===== src/rtl/rdret_pkg.sv =====
`timescale 1ns/1ps
package rdret_pkg;

    typedef enum logic [2:0] {
        ST_IDLE,
        ST_ISSUE,
        ST_COLLECT,
        ST_COLLECT_HI,
        ST_RESPOND
    } rdret_state_e;

endpackage


===== src/rtl/rdret_ctrl.sv =====
`timescale 1ns/1ps
module rdret_ctrl
    import rdret_pkg::*;
(
    input  logic clk,
    input  logic rst_n,
    input  logic req_en,
    input  logic req_two,
    input  logic req_hi,
    output logic req_accept,
    output logic load,
    output logic rd_strobe,
    output logic rd_hi,
    output logic cap,
    output logic cap_hi,
    output logic rsp_valid,
    output logic dbl
);

    rdret_state_e state_q, state_d;
    logic         dbl_q, hi_q;

    // state register
    always_ff @(posedge clk) begin
        if (!rst_n) state_q <= ST_IDLE;
        else        state_q <= state_d;
    end

    // request shape captured at transfer
    always_ff @(posedge clk) begin
        if (!rst_n) begin
            dbl_q <= 1'b0;
            hi_q  <= 1'b0;
        end else if (load) begin
            dbl_q <= req_two;
            hi_q  <= req_hi & ~req_two;
        end
    end

    always_comb begin
        state_d = state_q;
        unique case (state_q)
            ST_IDLE:       if (req_en) state_d = ST_ISSUE;
            ST_ISSUE:      state_d = ST_COLLECT;
            ST_COLLECT:    state_d = dbl_q ? ST_COLLECT_HI : ST_RESPOND;
            ST_COLLECT_HI: state_d = ST_RESPOND;
            ST_RESPOND:    state_d = ST_IDLE;
            default:       state_d = ST_IDLE;
        endcase
    end

    // outputs
    always_comb begin
        req_accept = 1'b0;
        load       = 1'b0;
        rd_strobe  = 1'b0;
        rd_hi      = 1'b0;
        cap        = 1'b0;
        cap_hi     = 1'b0;
        rsp_valid  = 1'b0;
        unique case (state_q)
            ST_IDLE: begin
                req_accept = 1'b1;
                load       = req_en;
            end
            ST_ISSUE: begin
                rd_strobe = 1'b1;
                rd_hi     = hi_q;
            end
            ST_COLLECT: begin
                cap       = 1'b1;
                cap_hi    = hi_q;
                rd_strobe = dbl_q;
                rd_hi     = dbl_q;
            end
            ST_COLLECT_HI: begin
                cap    = 1'b1;
                cap_hi = 1'b1;
            end
            ST_RESPOND: rsp_valid = 1'b1;
            default: ;
        endcase
    end

    assign dbl = dbl_q;

    // accept drops right after a transfer
    p_accept_drop_r1: assert property (@(posedge clk) disable iff (!rst_n)
        (req_en && req_accept) |=> !req_accept)
        else $error("p_accept_drop_r1");

    // valid is a single-cycle pulse
    p_valid_pulse_r9: assert property (@(posedge clk) disable iff (!rst_n)
        rsp_valid |=> !rsp_valid)
        else $error("p_valid_pulse_r9");

    // leaving reset lands in idle with nothing pending
    p_reset_idle_r11: assert property (@(posedge clk) disable iff (!rst_n)
        $rose(rst_n) |-> (req_accept && !rsp_valid && !rd_strobe))
        else $error("p_reset_idle_r11");

endmodule


===== src/rtl/rdret_lane.sv =====
`timescale 1ns/1ps
module rdret_lane #(
    parameter int ADDR_W = 32,
    parameter int LANES  = 4,
    localparam int OFFS  = $clog2(LANES),
    localparam int QB    = 2 * LANES
) (
    input  logic [ADDR_W-1:OFFS+1] addr_hi,
    input  logic [QB-1:0]          be_q,
    input  logic                   rd_hi,
    output logic [ADDR_W-1:0]      bk_addr,
    output logic [LANES-1:0]       bk_lane
);

    assign bk_addr = {addr_hi, rd_hi, {OFFS{1'b0}}};
    assign bk_lane = rd_hi ? be_q[QB-1:LANES] : be_q[LANES-1:0];

endmodule


===== src/rtl/rdret_assemble.sv =====
`timescale 1ns/1ps
module rdret_assemble #(
    parameter int DW    = 32,
    localparam int LANES = DW / 8,
    localparam int QB    = 2 * LANES
) (
    input  logic            clk,
    input  logic            rst_n,
    input  logic            clr,
    input  logic            cap,
    input  logic            cap_hi,
    input  logic [QB-1:0]   be_q,
    input  logic [DW-1:0]   rdata,
    output logic [2*DW-1:0] qword
);

    logic [7:0] byte_q [QB];

    for (genvar b = 0; b < QB; b++) begin : g_byte
        localparam bit UPPER = (b >= LANES);
        localparam int SRC   = (b % LANES) * 8;

        always_ff @(posedge clk) begin
            if (!rst_n || clr)
                byte_q[b] <= 8'h00;
            else if (cap && (cap_hi == UPPER))
                byte_q[b] <= be_q[b] ? rdata[SRC +: 8] : 8'h00;
        end

        assign qword[b*8 +: 8] = byte_q[b];
    end

endmodule


===== src/rtl/rdret_formatter.sv =====
`timescale 1ns/1ps
module rdret_formatter #(
    parameter int ADDR_W = 32,
    parameter int TAG_W  = 4,
    parameter int CTL_W  = 8,
    parameter int DW     = 32,
    localparam int LANES = DW / 8,
    localparam int QB    = 2 * LANES,
    localparam int OFFS  = $clog2(LANES)
) (
    input  logic              clk,
    input  logic              rst_n,
    input  logic              req_en,
    output logic              req_accept,
    input  logic [ADDR_W-1:0] req_addr,
    input  logic [TAG_W-1:0]  req_tag,
    input  logic [QB-1:0]     req_be,
    input  logic [CTL_W-1:0]  req_ctl,
    output logic              bk_rd,
    output logic [ADDR_W-1:0] bk_addr,
    output logic [LANES-1:0]  bk_lane,
    input  logic [DW-1:0]     bk_rdata,
    output logic              rsp_valid,
    output logic [2*DW-1:0]   rsp_data,
    output logic [TAG_W-1:0]  rsp_tag,
    output logic [CTL_W-1:0]  rsp_ctl
);

    logic                   load, rd_hi, cap, cap_hi, dbl;
    logic [ADDR_W-1:OFFS+1] addr_hi_q;
    logic [QB-1:0]          be_q;
    logic [TAG_W-1:0]       tag_q;
    logic [CTL_W-1:0]       ctl_q;

    always_ff @(posedge clk) begin
        if (!rst_n) begin
            addr_hi_q <= '0;
            be_q      <= '0;
            tag_q     <= '0;
            ctl_q     <= '0;
        end else if (load) begin
            addr_hi_q <= req_addr[ADDR_W-1:OFFS+1];
            be_q      <= req_be;
            tag_q     <= req_tag;
            ctl_q     <= req_ctl;
        end
    end

    rdret_ctrl u_ctrl (
        .clk        (clk),
        .rst_n      (rst_n),
        .req_en     (req_en),
        .req_two    (req_ctl[0]),
        .req_hi     (req_addr[OFFS]),
        .req_accept (req_accept),
        .load       (load),
        .rd_strobe  (bk_rd),
        .rd_hi      (rd_hi),
        .cap        (cap),
        .cap_hi     (cap_hi),
        .rsp_valid  (rsp_valid),
        .dbl        (dbl)
    );

    rdret_lane #(.ADDR_W(ADDR_W), .LANES(LANES)) u_lane (
        .addr_hi (addr_hi_q),
        .be_q    (be_q),
        .rd_hi   (rd_hi),
        .bk_addr (bk_addr),
        .bk_lane (bk_lane)
    );

    rdret_assemble #(.DW(DW)) u_asm (
        .clk    (clk),
        .rst_n  (rst_n),
        .clr    (load),
        .cap    (cap),
        .cap_hi (cap_hi),
        .be_q   (be_q),
        .rdata  (bk_rdata),
        .qword  (rsp_data)
    );

    assign rsp_tag = tag_q;
    assign rsp_ctl = ctl_q;

    // requests carry dword-aligned byte addresses
    p_addr_dword_r2: assert property (@(posedge clk) disable iff (!rst_n)
        req_en |-> (req_addr[OFFS-1:0] == '0))
        else $error("p_addr_dword_r2");

    // a lower strobe of a two-dword fetch is followed by the upper one
    p_hi_follows_r3: assert property (@(posedge clk) disable iff (!rst_n)
        (bk_rd && dbl && !bk_addr[OFFS]) |=> (bk_rd && bk_addr[OFFS]))
        else $error("p_hi_follows_r3");

    // echoed fields do not move while a request is in flight
    p_echo_hold_r7: assert property (@(posedge clk) disable iff (!rst_n)
        (!req_accept && !$past(req_accept)) |-> ($stable(rsp_ctl) && $stable(rsp_tag)))
        else $error("p_echo_hold_r7");

endmodule


===== config.mk =====
export PLATFORM = sky130hd
export DESIGN_NAME = rdret_formatter
export DESIGN_NICKNAME = d
export VERILOG_FILES = /design/src/rtl/rdret_pkg.sv /design/src/rtl/rdret_ctrl.sv /design/src/rtl/rdret_lane.sv /design/src/rtl/rdret_assemble.sv /design/src/rtl/rdret_formatter.sv
export SDC_FILE = /design/constraint.sdc
export NUM_CORES = 1
export LEC_CHECK = 0
export BUFFER_PORTS_ARGS = -buffer_cell sky130_fd_sc_hd__buf_2
export CAP_MARGIN = 20
export CORE_MARGIN = 2
export CORE_UTILIZATION = 46
export DETAILED_ROUTE_END_ITERATION = 7
export PLACE_DENSITY = 0.77
export SETUP_SLACK_MARGIN = 0.3
export SLEW_MARGIN = 20
export SYNTH_ARGS = -nofsm -noshare
export SYNTH_HDL_FRONTEND = slang
export SYNTH_HIERARCHICAL = 1
export SYNTH_SLANG_ARGS = --single-unit

===== constraint.sdc =====
create_clock -name clk -period 9.6 [get_ports clk]
set_input_delay 1.44 -clock clk [delete_from_list [all_inputs] [get_ports clk]]
set_output_delay 1.44 -clock clk [all_outputs]
set_load 0.02 [all_outputs]

==> results.cfg <==
[global_routing]
grt_pass1_wl_um = 16000
gr-total-overflow = 0
grtUsageTotal_pct = 18.4
grt_pass1_vias = 3284
grt_max_degree = 59
antenna_found_initial = 1

[sta]
finalWorstSetupSlack_ps = 5910
relSlewSlack_pct = 46.0
tightestPinTransition_ps = 809
period_needed_ps = 3690
skew_ps = 9.84
hold_viol = 0
maxSlewViolCount = 0
rsz0062_at_grt = false
fmax_mhz = 271
setup_violations = 0
period_share_pct = 38.4
tns_ps = 0
hold_ws_ps = 496

[route]
num_vias = 3368
drt_first_pass_iters = 4
wl_per_cell_um = 15.4
wirelength_um = 10500
drtIter0Drc = 144
drcViolationCount = 0
via_per_inst = 4.92
ant_nets = 0

[pwr]
p_int_mw = 1.03
switchingPower_uw = 341
p_total_mw = 1.37
p_seq_share_pct = 42.9
powerDensity_nw_per_um2 = 219
swShare_pct = 24.9
ir_drop_mv = 0.101
p_comb_share_pct = 11.5
power_leakage_nw = 3.12
clkPwrFrac_pct = 45.5

[job]
maxCapViolCount = 0

[die]
rows = 37
core_area_um2 = 10300
dieArea_um2 = 11400
ioPinCount = 202
start_util_pct = 47.3
die_x_um = 107
die_h_um = 107

[setup_path]
cp-end-kind = output pin
cp_num_buf_inv = 1
start_kind = register
cp.depth = 4
critPathMaxFanout = 8
path_cells = nand3b_1, a21oi_1, mux2_2, buf_2
cp_slowest_cell = dfxtp_1
critPathKind = reg -> out
rr_worst_depth = 5
required_ps = 8160
cpPeakStageDelay_ps = 500
critical_path_arrival_ps = 2250
crit_family = flip-flops

[finish]
syn2layout_area_growth_pct = 28.2
fin_cells = 684
final_cell_mix = buf_2 (197), edfxtp_1 (64), and3_1 (63), dfxtp_1 (54), mux2i_1 (52)
drive_gt1_share_pct = 44.3
final_common_cell = buf_2
post-route-util_pct = 60.6
fin_nets = 622
antenna_cells = 0
stdcell_area_um2 = 6260

[cts]
cts_resized = 0
path_clk_slew_ps = 60
cts_hold_buf = 0
cts_tree = done
cts_buffers = 17
cts_sinks = 118
post_cts.repair.setup_buffers = 0
htree_levels = 4
clk_latency_ps = 500
cts_root_buf = clkbuf_8
cts_max_path_buffers = 2

[run_status]
outcome = finished clean

[synthesis]
synth_seq_cells = 118
synthDistinctLibCells = 30
synth_area_per_cell_um2 = 13.4
syn_inst = 365
synth_area_um2 = 4880
yosysWarnings = 6
synth-seq-area-share_pct = 61.5

[placed_design]
dp_cells = 652
dpl.hpwl_um = 7210
place_congestion = 0.768
dp_slack_ps = 6390
io_buffers = 197
place_area_um2 = 5660

[worst_hold_path]
holdPathStages = 2
hold_path_class = reg -> reg
## cells by family (layout without fill, tap and decap cells)
kind of cell,count (synthesis),after routing,share of synthesized area (%)
other cells,1,2,0.0768
flops,118,118,61.5
mux,56,56,11.6
buf+inv,53,235,8.54
simple gates,132,132,17.6
compound gates,5,5,0.615
## final cells by class
cell class	instances	area (um2)
flip-flops and latches	118	3000
repair buffers	201	1020
fillers	799	4070
inverters	2	7.51
well taps	136	170
clock buffers	17	414
multi-input cells	195	1470
clock inverters	15	178
## power by group through the flow
| stage | clock network [mW] | registers [mW] | logic (mW) |
|---|---|---|---|
| after floorplan | 0 | 0.623 | 0.0875 |
| after global placement | 0 | 0.596 | 0.157 |
| after detailed placement | 0 | 0.598 | 0.159 |
| after CTS | 0.637 | 0.588 | 0.159 |
| after global routing | 0.661 | 0.591 | 0.170 |
| final | 0.623 | 0.588 | 0.158 |
## sequential cells by signal (all words and copies together) (netlist names)
name	count
rsp_tag	4
u_ctrl/dbl	1
be_q	8
u_ctrl/hi_q	1
u_asm/byte_q	64
rsp_ctl	8
u_ctrl/state_q	3
addr_hi_q	29
## path summary, 6_finish.rpt
path | start | end | slack [ps]
max reg2reg | u_ctrl/state_q[0] | u_asm/byte_q[1][21] | 7520
min | u_ctrl/hi_q | u_ctrl/hi_q | 500
max | u_ctrl/state_q[1] | bk_lane[2] | 5910
min reg2reg | u_ctrl/hi_q | u_ctrl/hi_q | 500
## worst register-to-register path, delay by kind of cell, from the launching register on
| kind | cells | cell delay, ps |
|---|---|---|
| simple gates | 3 | 640 |
| flops | 1 | 410 |
| buf+inv | 2 | 670 |
## cell usage after synthesis (all sizes together)
master	n	area, um2
nor3	1	5.00
clkbuf	4	15.0
o21a	1	7.51
mux2	4	45.0
nand2b	2	12.5
nor3b	1	7.51
nor4b	1	23.8
buf	47	394
mux2i	52	521
and4bb	1	16.3
nor4	1	6.26
a211oi	1	7.51
a21oi	2	10.0
nor2b	49	307
and2b	2	18.8
dfxtp	54	1080
o21ai	1	5.00
conb	1	3.75
and4b	1	13.8
edfxtp	64	1920
inv	2	7.51
nand3b	3	22.5
nand2	5	18.8
and3	65	409
## layer usage
layer	vias to the layer above	global-route usage, %	wire [um]
li1	1612	-	-
met1	1563	22.2	4340
met2	179	30.3	5170
met3	12	5.65	838
met4	2	8.35	142
met5	-	0	13
Power figures use the tool's default switching activity.
